[src/rtl/aluPkg.sv]
package aluPkg;

  typedef enum logic [1:0] {
    UNIT_ADDER = 2'd0,
    UNIT_LOGIC = 2'd1,
    UNIT_SHIFT = 2'd2,
    UNIT_NONE  = 2'd3
  } unitSel_e;

  typedef enum logic [1:0] {
    CIN_ZERO = 2'd0,
    CIN_ONE  = 2'd1,
    CIN_FLAG = 2'd2,
    CIN_INV  = 2'd3
  } cinSel_e;

  typedef enum logic [1:0] {
    LOG_NOT = 2'd0,
    LOG_AND = 2'd1,
    LOG_OR  = 2'd2,
    LOG_XOR = 2'd3
  } logicSel_e;

  typedef enum logic [2:0] {
    SH_LEFT  = 3'd0,
    SH_RIGHT = 3'd1,
    SH_ARITH = 3'd2,
    SH_ROL   = 3'd3,
    SH_ROR   = 3'd4
  } shiftSel_e;

  typedef struct packed {
    unitSel_e  unitSel;
    logic      invertB;
    logic      forceOne;
    cinSel_e   cinSel;
    logic      keepCarry;
    logicSel_e logicSel;
    shiftSel_e shiftSel;
  } aluCtl_t;

endpackage

[src/rtl/aluControl.sv]
module aluControl
  import aluPkg::*;
(
  input  logic [3:0] opCode,
  output aluCtl_t    ctl
);

  always_comb begin
    ctl = '{unitSel: UNIT_NONE, invertB: 1'b0, forceOne: 1'b0, cinSel: CIN_ZERO,
            keepCarry: 1'b0, logicSel: LOG_NOT, shiftSel: SH_LEFT};
    unique case (opCode)
      4'd0: ctl.unitSel = UNIT_ADDER;
      4'd1: begin ctl.unitSel = UNIT_ADDER; ctl.cinSel = CIN_FLAG; end
      4'd2: begin ctl.unitSel = UNIT_ADDER; ctl.invertB = 1'b1; ctl.cinSel = CIN_ONE; end
      4'd3: begin ctl.unitSel = UNIT_ADDER; ctl.invertB = 1'b1; ctl.cinSel = CIN_INV; end
      4'd4: begin ctl.unitSel = UNIT_ADDER; ctl.forceOne = 1'b1; ctl.keepCarry = 1'b1; end
      4'd5: begin
        ctl.unitSel = UNIT_ADDER; ctl.forceOne = 1'b1; ctl.invertB = 1'b1;
        ctl.cinSel = CIN_ONE; ctl.keepCarry = 1'b1;
      end
      4'd6:  begin ctl.unitSel = UNIT_LOGIC; ctl.logicSel = LOG_NOT; end
      4'd7:  begin ctl.unitSel = UNIT_LOGIC; ctl.logicSel = LOG_AND; end
      4'd8:  begin ctl.unitSel = UNIT_LOGIC; ctl.logicSel = LOG_OR;  end
      4'd9:  begin ctl.unitSel = UNIT_LOGIC; ctl.logicSel = LOG_XOR; end
      4'd10: begin ctl.unitSel = UNIT_SHIFT; ctl.shiftSel = SH_LEFT;  end
      4'd11: begin ctl.unitSel = UNIT_SHIFT; ctl.shiftSel = SH_RIGHT; end
      4'd12: begin ctl.unitSel = UNIT_SHIFT; ctl.shiftSel = SH_ARITH; end
      4'd13: begin ctl.unitSel = UNIT_SHIFT; ctl.shiftSel = SH_ROL;   end
      4'd14: begin ctl.unitSel = UNIT_SHIFT; ctl.shiftSel = SH_ROR;   end
      default: ctl.unitSel = UNIT_NONE;
    endcase
  end

endmodule

[src/rtl/aluDatapath.sv]
module aluDatapath
  import aluPkg::*;
#(
  parameter int WORD_W = 16
) (
  input  aluCtl_t           ctl,
  input  logic              isWord,
  input  logic [WORD_W-1:0] opA,
  input  logic [WORD_W-1:0] opB,
  input  logic              carryIn,
  output logic [WORD_W-1:0] result,
  output logic              carryOut,
  output logic              auxOut,
  output logic              parityOut,
  output logic              zeroOut,
  output logic              signOut,
  output logic              overflowOut
);

  localparam int BYTE_W = WORD_W / 2;

  logic [WORD_W-1:0] widthMask, topMask, aM, bM, bSel, bX;
  logic [WORD_W-1:0] addRes, logicRes, shiftRes;
  logic [WORD_W:0]   sum;
  logic              cin, addCout, shiftCout;
  logic              aTop, bXTop, rTop;

  function automatic logic topOf(input logic [WORD_W-1:0] v, input logic w);
    return w ? v[WORD_W-1] : v[BYTE_W-1];
  endfunction

  assign widthMask = isWord ? {WORD_W{1'b1}} : {{(WORD_W-BYTE_W){1'b0}}, {BYTE_W{1'b1}}};
  assign topMask   = isWord ? {1'b1, {(WORD_W-1){1'b0}}}
                            : {{(WORD_W-BYTE_W){1'b0}}, 1'b1, {(BYTE_W-1){1'b0}}};
  assign aM   = opA & widthMask;
  assign bM   = opB & widthMask;
  assign bSel = ctl.forceOne ? {{(WORD_W-1){1'b0}}, 1'b1} : bM;
  assign bX   = (ctl.invertB ? ~bSel : bSel) & widthMask;

  always_comb begin
    unique case (ctl.cinSel)
      CIN_ZERO: cin = 1'b0;
      CIN_ONE:  cin = 1'b1;
      CIN_FLAG: cin = carryIn;
      default:  cin = ~carryIn;
    endcase
  end

  assign sum     = {1'b0, aM} + {1'b0, bX} + {{WORD_W{1'b0}}, cin};
  assign addRes  = sum[WORD_W-1:0] & widthMask;
  assign addCout = isWord ? sum[WORD_W] : sum[BYTE_W];

  always_comb begin
    unique case (ctl.logicSel)
      LOG_NOT: logicRes = ~aM & widthMask;
      LOG_AND: logicRes = aM & bM;
      LOG_OR:  logicRes = aM | bM;
      default: logicRes = aM ^ bM;
    endcase
  end

  assign aTop = topOf(aM, isWord);

  always_comb begin
    shiftRes  = '0;
    shiftCout = 1'b0;
    unique case (ctl.shiftSel)
      SH_LEFT: begin
        shiftRes  = (aM << 1) & widthMask;
        shiftCout = aTop;
      end
      SH_RIGHT: begin
        shiftRes  = aM >> 1;
        shiftCout = aM[0];
      end
      SH_ARITH: begin
        shiftRes  = (aM >> 1) | (aTop ? topMask : '0);
        shiftCout = aM[0];
      end
      SH_ROL: begin
        shiftRes  = ((aM << 1) & widthMask) | {{(WORD_W-1){1'b0}}, aTop};
        shiftCout = aTop;
      end
      default: begin
        shiftRes  = (aM >> 1) | (aM[0] ? topMask : '0);
        shiftCout = aM[0];
      end
    endcase
  end

  always_comb begin
    unique case (ctl.unitSel)
      UNIT_ADDER: result = addRes;
      UNIT_LOGIC: result = logicRes;
      UNIT_SHIFT: result = shiftRes;
      default:    result = '0;
    endcase
  end

  assign bXTop = topOf(bX, isWord);
  assign rTop  = topOf(result, isWord);

  always_comb begin
    carryOut    = 1'b0;
    auxOut      = 1'b0;
    overflowOut = 1'b0;
    if (ctl.unitSel == UNIT_ADDER) begin
      carryOut    = ctl.keepCarry ? carryIn : (ctl.invertB ? ~addCout : addCout);
      auxOut      = aM[4] ^ bSel[4] ^ result[4];
      overflowOut = (aTop == bXTop) && (rTop != aTop);
    end else if (ctl.unitSel == UNIT_SHIFT) begin
      carryOut    = shiftCout;
      overflowOut = aTop ^ rTop;
    end
  end

  assign parityOut = ~^result[7:0];
  assign zeroOut   = (result == '0);
  assign signOut   = rTop;

endmodule

[src/rtl/byteWordAlu.sv]
module byteWordAlu
  import aluPkg::*;
#(
  parameter int WORD_W = 16
) (
  input  logic              isWord,
  input  logic [3:0]        opCode,
  input  logic [WORD_W-1:0] opA,
  input  logic [WORD_W-1:0] opB,
  input  logic              carryIn,
  output logic [WORD_W-1:0] result,
  output logic              carryOut,
  output logic              auxOut,
  output logic              parityOut,
  output logic              zeroOut,
  output logic              signOut,
  output logic              overflowOut
);

  aluCtl_t ctl;

  aluControl uCtl (.opCode(opCode), .ctl(ctl));

  aluDatapath #(.WORD_W(WORD_W)) uDp (
    .ctl(ctl), .isWord(isWord), .opA(opA), .opB(opB), .carryIn(carryIn),
    .result(result), .carryOut(carryOut), .auxOut(auxOut), .parityOut(parityOut),
    .zeroOut(zeroOut), .signOut(signOut), .overflowOut(overflowOut)
  );

endmodule

[config.mk]
export PLATFORM = sky130hd
export DESIGN_NAME = byteWordAlu
export DESIGN_NICKNAME = d
export VERILOG_FILES = /design/src/rtl/aluPkg.sv /design/src/rtl/aluControl.sv /design/src/rtl/aluDatapath.sv /design/src/rtl/byteWordAlu.sv
export SDC_FILE = /design/constraint.sdc
export NUM_CORES = 1
export LEC_CHECK = 0
export BUFFER_PORTS_ARGS = -buffer_cell sky130_fd_sc_hd__buf_2
export CAP_MARGIN = 15
export CORE_MARGIN = 2
export CORE_UTILIZATION = 45
export DETAILED_ROUTE_END_ITERATION = 6
export GPL_ROUTABILITY_DRIVEN = 0
export GPL_TIMING_DRIVEN = 1
export PLACE_DENSITY = 0.74
export SLEW_MARGIN = 20
export SYNTH_ARGS = -nofsm -noshare
export SYNTH_HDL_FRONTEND = slang
export SYNTH_SLANG_ARGS = --single-unit
[constraint.sdc]
create_clock -name vclk -period 4.46
set_input_delay 0.223 -clock vclk [all_inputs]
set_output_delay 0.223 -clock vclk [all_outputs]
set_load 0.01 [all_outputs]
# Word level (Yosys, flattened, before mapping)
# Index checks and enable logic that the tools add are counted.
[classes]
mux = 28
eq_ne = 25
n_bitwise = 19
addsub = 2
n_reduce_logical = 15
[ops]
columns = ["op", "n"]
rows = [
  ["AND 16 bit", 7],
  ["two-way mux 16 bit", 6],
  ["one-hot mux 16 bit (3 select lines)", 2],
  ["one-hot mux 16 bit (4 select lines)", 1],
  ["NOT 16 bit", 2],
  ["OR 15 x 16 -> 16 bit", 2],
  ["== test 4 bit (second input constant)", 7],
  ["one-hot mux 2 bit (3 select lines)", 3],
  ["adder 16 x 16 -> 17 bit", 1],
  ["adder 17 x 1 -> 17 bit", 1],
  ["== test 4 x 3 -> 1 bit (second input constant)", 4],
  ["logical NOT 16 bit", 1],
  ["OR 16 x 1 -> 16 bit", 1],
  ["OR 16 bit", 1],
  ["bitwise XOR 16 bit", 1],
  ["two-way mux 1 bit", 14],
  ["one-hot mux 3 bit (4 select lines)", 1],
  ["== test 4 x 2 -> 1 bit (second input constant)", 2],
  ["XNOR reduction 8 bit", 1],
  ["== test 2 x 1 -> 1 bit (second input constant)", 3],
  ["== test 2 bit (second input constant)", 3],
  ["== test 3 x 2 -> 1 bit (second input constant)", 2],
  ["logical NOT 2 bit", 3],
  ["OR reduction 2 bit", 3],
  ["other kinds (14)", 17],
]
[word_totals]
ff_bits = 0

# Logic depth before layout (Yosys ltp)
# Gate-level depths: netlist of run 1.
[depth]
depth_word = 15
mapped_depth = 19

# Modules after synthesis
# A second synthesis of run 1 with hierarchy kept.
[hier_totals]
cells_unflattened = 460
hier_area_um2 = 3352.0
[modules_own_cells]
columns = ["mod", "cells_each", "area_per_inst_um2", "n_inst"]
rows = [
  ["aluDatapath", 439, 3214.3, 1],
  ["aluControl", 21, 137.6, 1],
]

# Least setup slack after synthesis of run 1
# Ideal clock, no wire load.
[synth_timing]
kind = "input to output"
startpoint = "in opCode[3]"
endpoint = "out zeroOut"
required_ps = 4237
arrival_time_ps = 4201
n_path_buf = 2
slack_ps = 36
cell_stages = 15
cell_sequence = "buf_4 -> clkbuf_1 -> nor3b_2 -> nor2_1 -> a211o_1 -> fa_1 -> fa_1 -> a211oi_1 -> o21ai_0 -> o2111ai_1 -> and3b_1 -> o311ai_0 -> or3_1 -> nor4_1 -> nor4b_2"
[synth_between]
elab_chain_cells = 12
elab_cells_between_ends = 52
cone_classes = "add/sub: 2; eq/ne: 23; mux: 12; bitwise: 3; reduce/logical: 12"
[synth_rtl]
columns = ["element", "line_no", "rtl"]
rows = [
  ["start: declaration", "byteWordAlu.sv:7", "input logic [3:0] opCode,"],
  ["== test 4 x 3 -> 1 bit", "aluControl.sv:11", "unique case (opCode)"],
  ["OR reduction 2 bit (no line)", "-", ""],
  ["two-way mux 1 bit", "aluControl.sv:11", ""],
  ["two-way mux 16 bit", "aluDatapath.sv:37", "assign bSel = ctl.forceOne ? {{(WORD_W-1){1'b0}}, 1'b1} : bM;"],
  ["NOT 16 bit", "aluDatapath.sv:38", "assign bX = (ctl.invertB ? ~bSel : bSel) & widthMask;"],
  ["two-way mux 16 bit", "aluDatapath.sv:38", ""],
  ["AND 16 bit", "aluDatapath.sv:38", ""],
  ["adder 16 x 16 -> 17 bit", "aluDatapath.sv:49", "assign sum = {1'b0, aM} + {1'b0, bX} + {{WORD_W{1'b0}}, cin};"],
  ["adder 17 x 1 -> 17 bit", "aluDatapath.sv:49", ""],
  ["AND 16 bit", "aluDatapath.sv:50", "assign addRes = sum[WORD_W-1:0] & widthMask;"],
  ["one-hot mux 16 bit (3 select lines) (*)", "aluDatapath.sv:92", "unique case (ctl.unitSel)"],
  ["via result[10]", "byteWordAlu.sv:11", "output logic [WORD_W-1:0] result,"],
  ["logical NOT 16 bit (*)", "aluDatapath.sv:118", "assign zeroOut = (result == '0);"],
  ["end: declaration", "byteWordAlu.sv:15", "output logic zeroOut,"],
]
# Mark *: on every way through the listed nets, which the timed path passes. The rest lies on a longest branch.

# Worst setup path in the final report of run 1
[layout_timing]
startpoint = "in opCode[2]"
endpoint = "out zeroOut"
[layout_between]
elab_chain_cells = 12
elab_cells_between_ends = 52
cone_classes = "add/sub: 2; eq/ne: 23; mux: 12; bitwise: 3; reduce/logical: 12"
[layout_rtl]
columns = ["element", "line_no"]
rows = [
  ["== test 4 x 3 -> 1 bit", "aluControl.sv:11"],
  ["OR reduction 2 bit (no line)", "-"],
  ["two-way mux 1 bit", "aluControl.sv:11"],
  ["two-way mux 16 bit", "aluDatapath.sv:37"],
  ["NOT 16 bit", "aluDatapath.sv:38"],
  ["two-way mux 16 bit", "aluDatapath.sv:38"],
  ["AND 16 bit", "aluDatapath.sv:38"],
  ["adder 16 x 16 -> 17 bit", "aluDatapath.sv:49"],
  ["adder 17 x 1 -> 17 bit", "aluDatapath.sv:49"],
  ["AND 16 bit", "aluDatapath.sv:50"],
  ["one-hot mux 16 bit (3 select lines) (*)", "aluDatapath.sv:92"],
  ["logical NOT 16 bit (*)", "aluDatapath.sv:118"],
]
# Mark *: on every way between the ends. The rest lies on a longest branch, timed or not.

==> flow_metrics.tcl, run 1 <==
set metrics [dict create \
    grt_pass1_wl_mm 16.2 \
    required_ns 4.24 \
    crit_arrival_ns 4.04 \
    hp-start "carryIn" \
    cp_slowest_stage_delay_ns 0.43 \
    initial_utilization 0.471 \
    die_w_um 86.0 \
    drive_gt1_frac 0.209 \
    leakagePower_nw 1.71 \
    grt_usage 0.266 \
    top_level_ports 60 \
    max-cap-violations 0 \
    synth_warnings 0 \
    grt_overflow 0 \
    design_area_um2 3490 \
    ir_drop_v 0.0000874 \
    syn_to_final_growth_pct 15.5 \
    portBuffers 60 \
    hold_ws_ns 0.814 \
    postCtsSetupRepairBufs 0 \
    drcViolationCount 0 \
    fp.dieArea_um2 7400 \
    max_slew.worst_pin.slew_ns 0.682 \
    status "finished, final reports clean" \
    synth_nets 534 \
    end_kind "primary output" \
    core-area_um2 6420 \
    nClkBuffers 0 \
    nFillCells 628 \
    path_buf_inv 3 \
    combPwrFrac 1.000 \
    rows 29 \
    avgSynthCellArea_um2 6.83 \
    p_int_mw 0.215 \
    seq_cell_count 0 \
    synth_area_um2 3030 \
    antenna_found_initial 0 \
    max_freq_ghz 0.235 \
    power.switching_mw 0.294 \
    routed_wl_mm 10.2 \
    place_area_um2 3440 \
    nets 587 \
    setup_viol 0 \
    yosysSeqAreaShare 0 \
    cp_max_fo 13 \
    pwr-share-seq 0 \
    grt_pass1_vias 3330 \
    final_max_slew_viol_count 0 \
    relSlewSlack 0.544 \
    crit_slowest_cell "fa_1" \
    cp.depth 17 \
    dp_hpwl_mm 7.77 \
    wl_per_cell_um 17.9 \
    dr.pass1.iters 5 \
    antennaDiodeCount 0 \
    die_height_um 86.0 \
    drt-initial-drc-count 461 \
    startpoint "opCode[2]" \
    worstPathCellList "buf_2 -> buf_4 -> or3b_2 -> nor2_1 -> a211o_1 -> fa_1 -> fa_2 -> a21o_1 -> a21oi_1 -> xnor2_1 -> a21oi_1 -> ha_1 -> nand4_1 -> or3_1 -> nor4_2 -> nor4b_2 -> buf_2" \
    synth_cell_types 64 \
    ant_nets 0 \
    criticalPathCategory "primary input to primary output" \
    seq_area_um2 0 \
    pwr-share-clk 0 \
    min_period_over_period 0.955 \
    p_sw_frac 0.578 \
    cp-endpoint "zeroOut" \
    min_period_ns 4.26 \
    synth_cells 443 \
    synthTopCellsByArea "ha_1 (21%), o21ai_0 (5.8%), inv_1 (5.3%)" \
    start_kind "primary input" \
    vias 3631 \
    holdCritPathClass "primary input to primary output" \
    synthDominantCellAreaShare 0.211 \
    crit_family "simple AND/OR/NAND/NOR gates" \
    hold_viol_final 0 \
    grt_max_degree 28 \
    fin_total_pwr_mw 0.509 \
    synth_top_area_cell "ha_1" \
    cellPowerDensity_nw_per_um2 146 \
    avgViaCountPerCell 6.36 \
]
## kinds of logic (layout without fill, tap and decap cells)
| logic type | Yosys count | in the layout | share of synthesized area |
|---|---|---|---|
| multiplexers | 16 | 16 | 0.0550 |
| AND/OR/NAND/NOR | 138 | 138 | 0.245 |
| AO/OA/AOI/OAI | 150 | 150 | 0.338 |
| XOR/XNOR | 16 | 16 | 0.0463 |
| adder cells (fa/ha/maj) | 53 | 53 | 0.224 |
| buffers and inverters | 70 | 121 | 0.0918 |
## routing by layer
layer,share of wire,track usage,up-vias
li1,-,-,1717
met3,0.11,0.0318,22
met1,0.42,0.375,1670
met2,0.45,0.425,222
met4,0.020,0.0736,0
met5,0,0,-
## cell type report
class | count | area, um^2 | share of cell area
multi-input combinational | 373 | 2800 | 0.802
timing repair buffer | 78 | 435 | 0.125
inverter | 43 | 161 | 0.0462
tap | 77 | 96.3 | 0.0276
## cell usage after synthesis (all sizes together), types with 4 or more instances
master,count
a211oi,17
a21o,7
a21oi,27
a221oi,10
a22oi,6
and2,10
buf,6
clkbuf,21
ha,51
inv,43
mux2i,14
nand2,36
nand2b,17
nand3,9
nor2,31
nor2b,5
nor3,4
nor3b,4
o211ai,13
o21a,5
o21ai,36
o221a,4
o22ai,4
or3,4
xnor2,11
xor2,5
## what timing repair did
action	CTS	global route
hold endpoints to repair	0	0
hold buffers	0	0
gates resized for setup	0	14
setup endpoints to repair	0	2
## worst min path at each step
stage                     end  cells after the start  slack, ns
floorplan           result[0]                      2       0.59
global placement     carryOut                      4       0.82
detailed placement   carryOut                      4       0.81
CTS                  carryOut                      4       0.81
global route         carryOut                      4       0.88
finish               carryOut                      4       0.81
## stage by stage
step	setup WS, ns	TNS, ns	util	instances
after floorplan	0.0362	0	-	443
after global placement	0.296	0	0.536	571
after detailed placement	0.156	0	0.536	571
after CTS	0.151	0	0.536	571
after global routing	-0.0351	-0.0351	0.544	571
final	0.200	0	0.544	571
## power by group through the flow
| stage | clock network, mW | logic, mW | registers [mW] |
|---|---|---|---|
| floorplan | 0 | 0.331 | 0 |
| global placement | 0 | 0.474 | 0 |
| detailed placement | 0 | 0.485 | 0 |
| CTS | 0 | 0.487 | 0 |
| global route | 0 | 0.559 | 0 |
| finish | 0 | 0.509 | 0 |
## worst min-delay path: cells and delay by family
kind | cells | cell delay (ns)
AOI/OAI and AO/OA | 1 | 0.07
buffers and inverters | 2 | 0.22
and+or+nand+nor | 1 | 0.07
## cells in the final DEF, fill, tap and decap left out, types with 9 or more instances in the layout
cell and instances:
o211ai_1 13, a21oi_1 24, buf_2 60, a211oi_1 16
and2_1 10, xnor2_1 11, nor2_1 31, nand2_1 35
ha_1 50, inv_1 43, o21ai_0 33, mux2i_1 14
a221oi_1 10, buf_4 18, nand2b_1 17, nand3_1 9
(Power assumes the default switching activity.)
==> inputs of run 2 (changes only) <==
CELL_PAD_IN_SITES_DETAIL_PLACEMENT = 0   (was not set)
CELL_PAD_IN_SITES_GLOBAL_PLACEMENT = 1   (was not set)
CORE_UTILIZATION = 38   (was 45)
PLACE_DENSITY = 0.85   (was 0.74)
SETUP_SLACK_MARGIN = 0.5   (was not set)
==> run 2 against run 1 <==
  * Utilization down 5.8 points
  * First-iteration DRC count is 27% lower
  * Sequential share of layout area unchanged
  * Flip-flop and latch count is the same
  * Clock-buffer cell count did not move
  * Die area grew 18%
  * Setup slack improved by 0.33 ns
  * Combinational power rose by 9.4%
==> flow_metrics.tcl, run 2 (synthesis gave the netlist of run 1 again) <==
set metrics [dict create \
    max_slew.worst_pin.slew_ns 0.681 \
    post-route-util 0.486 \
    dpl.cell_count 589 \
    nets 597 \
    grt_usage 0.243 \
    status "finished, final reports clean" \
    ant_nets 0 \
    nFillCells 803 \
    wl_met2_mm 4.88 \
    criticalPathCategory "primary input to primary output" \
    avgViaCountPerCell 5.94 \
    drive_gt1_frac 0.244 \
    layout.cells.most_common_list "buf_2 (56), ha_1 (49), inv_1 (43), nand2_1 (35), o21ai_0 (31)" \
    routed_wl_mm 10.9 \
    min_period_ns 3.93 \
    syn_to_final_growth_pct 24.2 \
    setup_viol 0 \
    nClkBuffers 0 \
    die_height_um 93.2 \
    start_kind "primary input" \
    fin_cells 606 \
    initial_utilization 0.392 \
    relSlewSlack 0.545 \
    grt_pass1_vias 3275 \
    dr.max_layer_used "met4" \
    top_level_ports 60 \
    drt-initial-drc-count 337 \
    fin_total_pwr_mw 0.557 \
    required_ns 4.24 \
    dr.pass1.iters 6 \
    max-cap-violations 0 \
    met3_length_um 847 \
    grt_max_degree 28 \
    dp_hpwl_mm 8.26 \
    min_period_over_period 0.880 \
    max_freq_ghz 0.255 \
    ir_drop_v 0.0000538 \
    core-area_um2 7730 \
    seq_cell_count 0 \
    grt_overflow 0 \
    cp_max_fo 8 \
    holdCritPathClass "primary input to primary output" \
    leakagePower_nw 1.81 \
    wl_per_cell_um 18.0 \
    portBuffers 60 \
    seq_area_um2 0 \
    tns_ns 0 \
    final_max_slew_viol_count 0 \
    end_kind "primary output" \
    rows 32 \
    grt_pass1_wl_mm 17.1 \
    die_w_um 93.2 \
    cellPowerDensity_nw_per_um2 148 \
    crit_arrival_ns 3.70 \
    hp-start "carryIn" \
    layout.cells.most_common "buf_2" \
    antenna_found_initial 0 \
    drcViolationCount 0 \
    fp.dieArea_um2 8690 \
    met1_length_mm 4.97 \
    hold_viol_final 0 \
    vias 3602 \
    startpoint "opCode[3]" \
    antennaDiodeCount 0 \
    rsz0062_at_grt "true" \
]
==> run 2: worst paths after layout <==
check | cells after the start | end | slack (ns)
setup / recovery | 16 | zeroOut | 0.53
hold / removal | 4 | carryOut | 0.87
==> run 2: layer usage <==
| layer | track usage | vias to the layer above |
|---|---|---|
| met4 | 0.0282 | 0 |
| met2 | 0.388 | 154 |
| met1 | 0.356 | 1690 |
| met5 | 0 | - |
| li1 | - | 1740 |
| met3 | 0.0306 | 18 |
==> run 2: what timing repair did <==
| item | in CTS | in global routing |
|---|---|---|
| pin swaps | 14 | 10 |
| cloned | 1 | 0 |
| setup buffers | 12 | 4 |
| hold buffers | 0 | 0 |
| endpoints found under the setup margin | 5 | 5 |
| resized for setup | 22 | 15 |
==> run 2: stage by stage <==
stage / hold WS [ns] / setup slack, ns / area [um^2]
detailed placement: 0.871 / 0.0829 / 3460
finish: 0.874 / 0.533 / 3760
floorplan: 0.591 / 0.512 / 3070
global placement: 0.863 / 0.246 / 3460
CTS: 0.872 / 0.447 / 3660
global route: 0.920 / 0.368 / 3760
==> run 2: worst max-delay path: stages <==
cell      delay, ns
buf_12         0.12
nor3b_4        0.25
nor2_4         0.06
a211o_1        0.27
fa_2           0.37
fa_2           0.40
a211oi_2       0.28
o21ai_2        0.11
buf_4          0.16
o21ai_2        0.14
xor2_1         0.21
o221ai_2       0.12
or3_1          0.40
nor4_2         0.19
nor4b_4        0.23
buf_2          0.16
==> run 2: layout make-up <==
type                       instances  area, um^2  area share
timing repair buffer              88         578       0.154
multi-input combinational        373        2890       0.769
inverter                          43         161      0.0430
tap                              102         128      0.0340
==> run 2: where the power goes <==
part	internal (mW)	switching [mW]	total (mW)	leakage, nW
sequential	0	0	0	0
combinational	0.242	0.315	0.557	1.81
clock	0	0	0	0
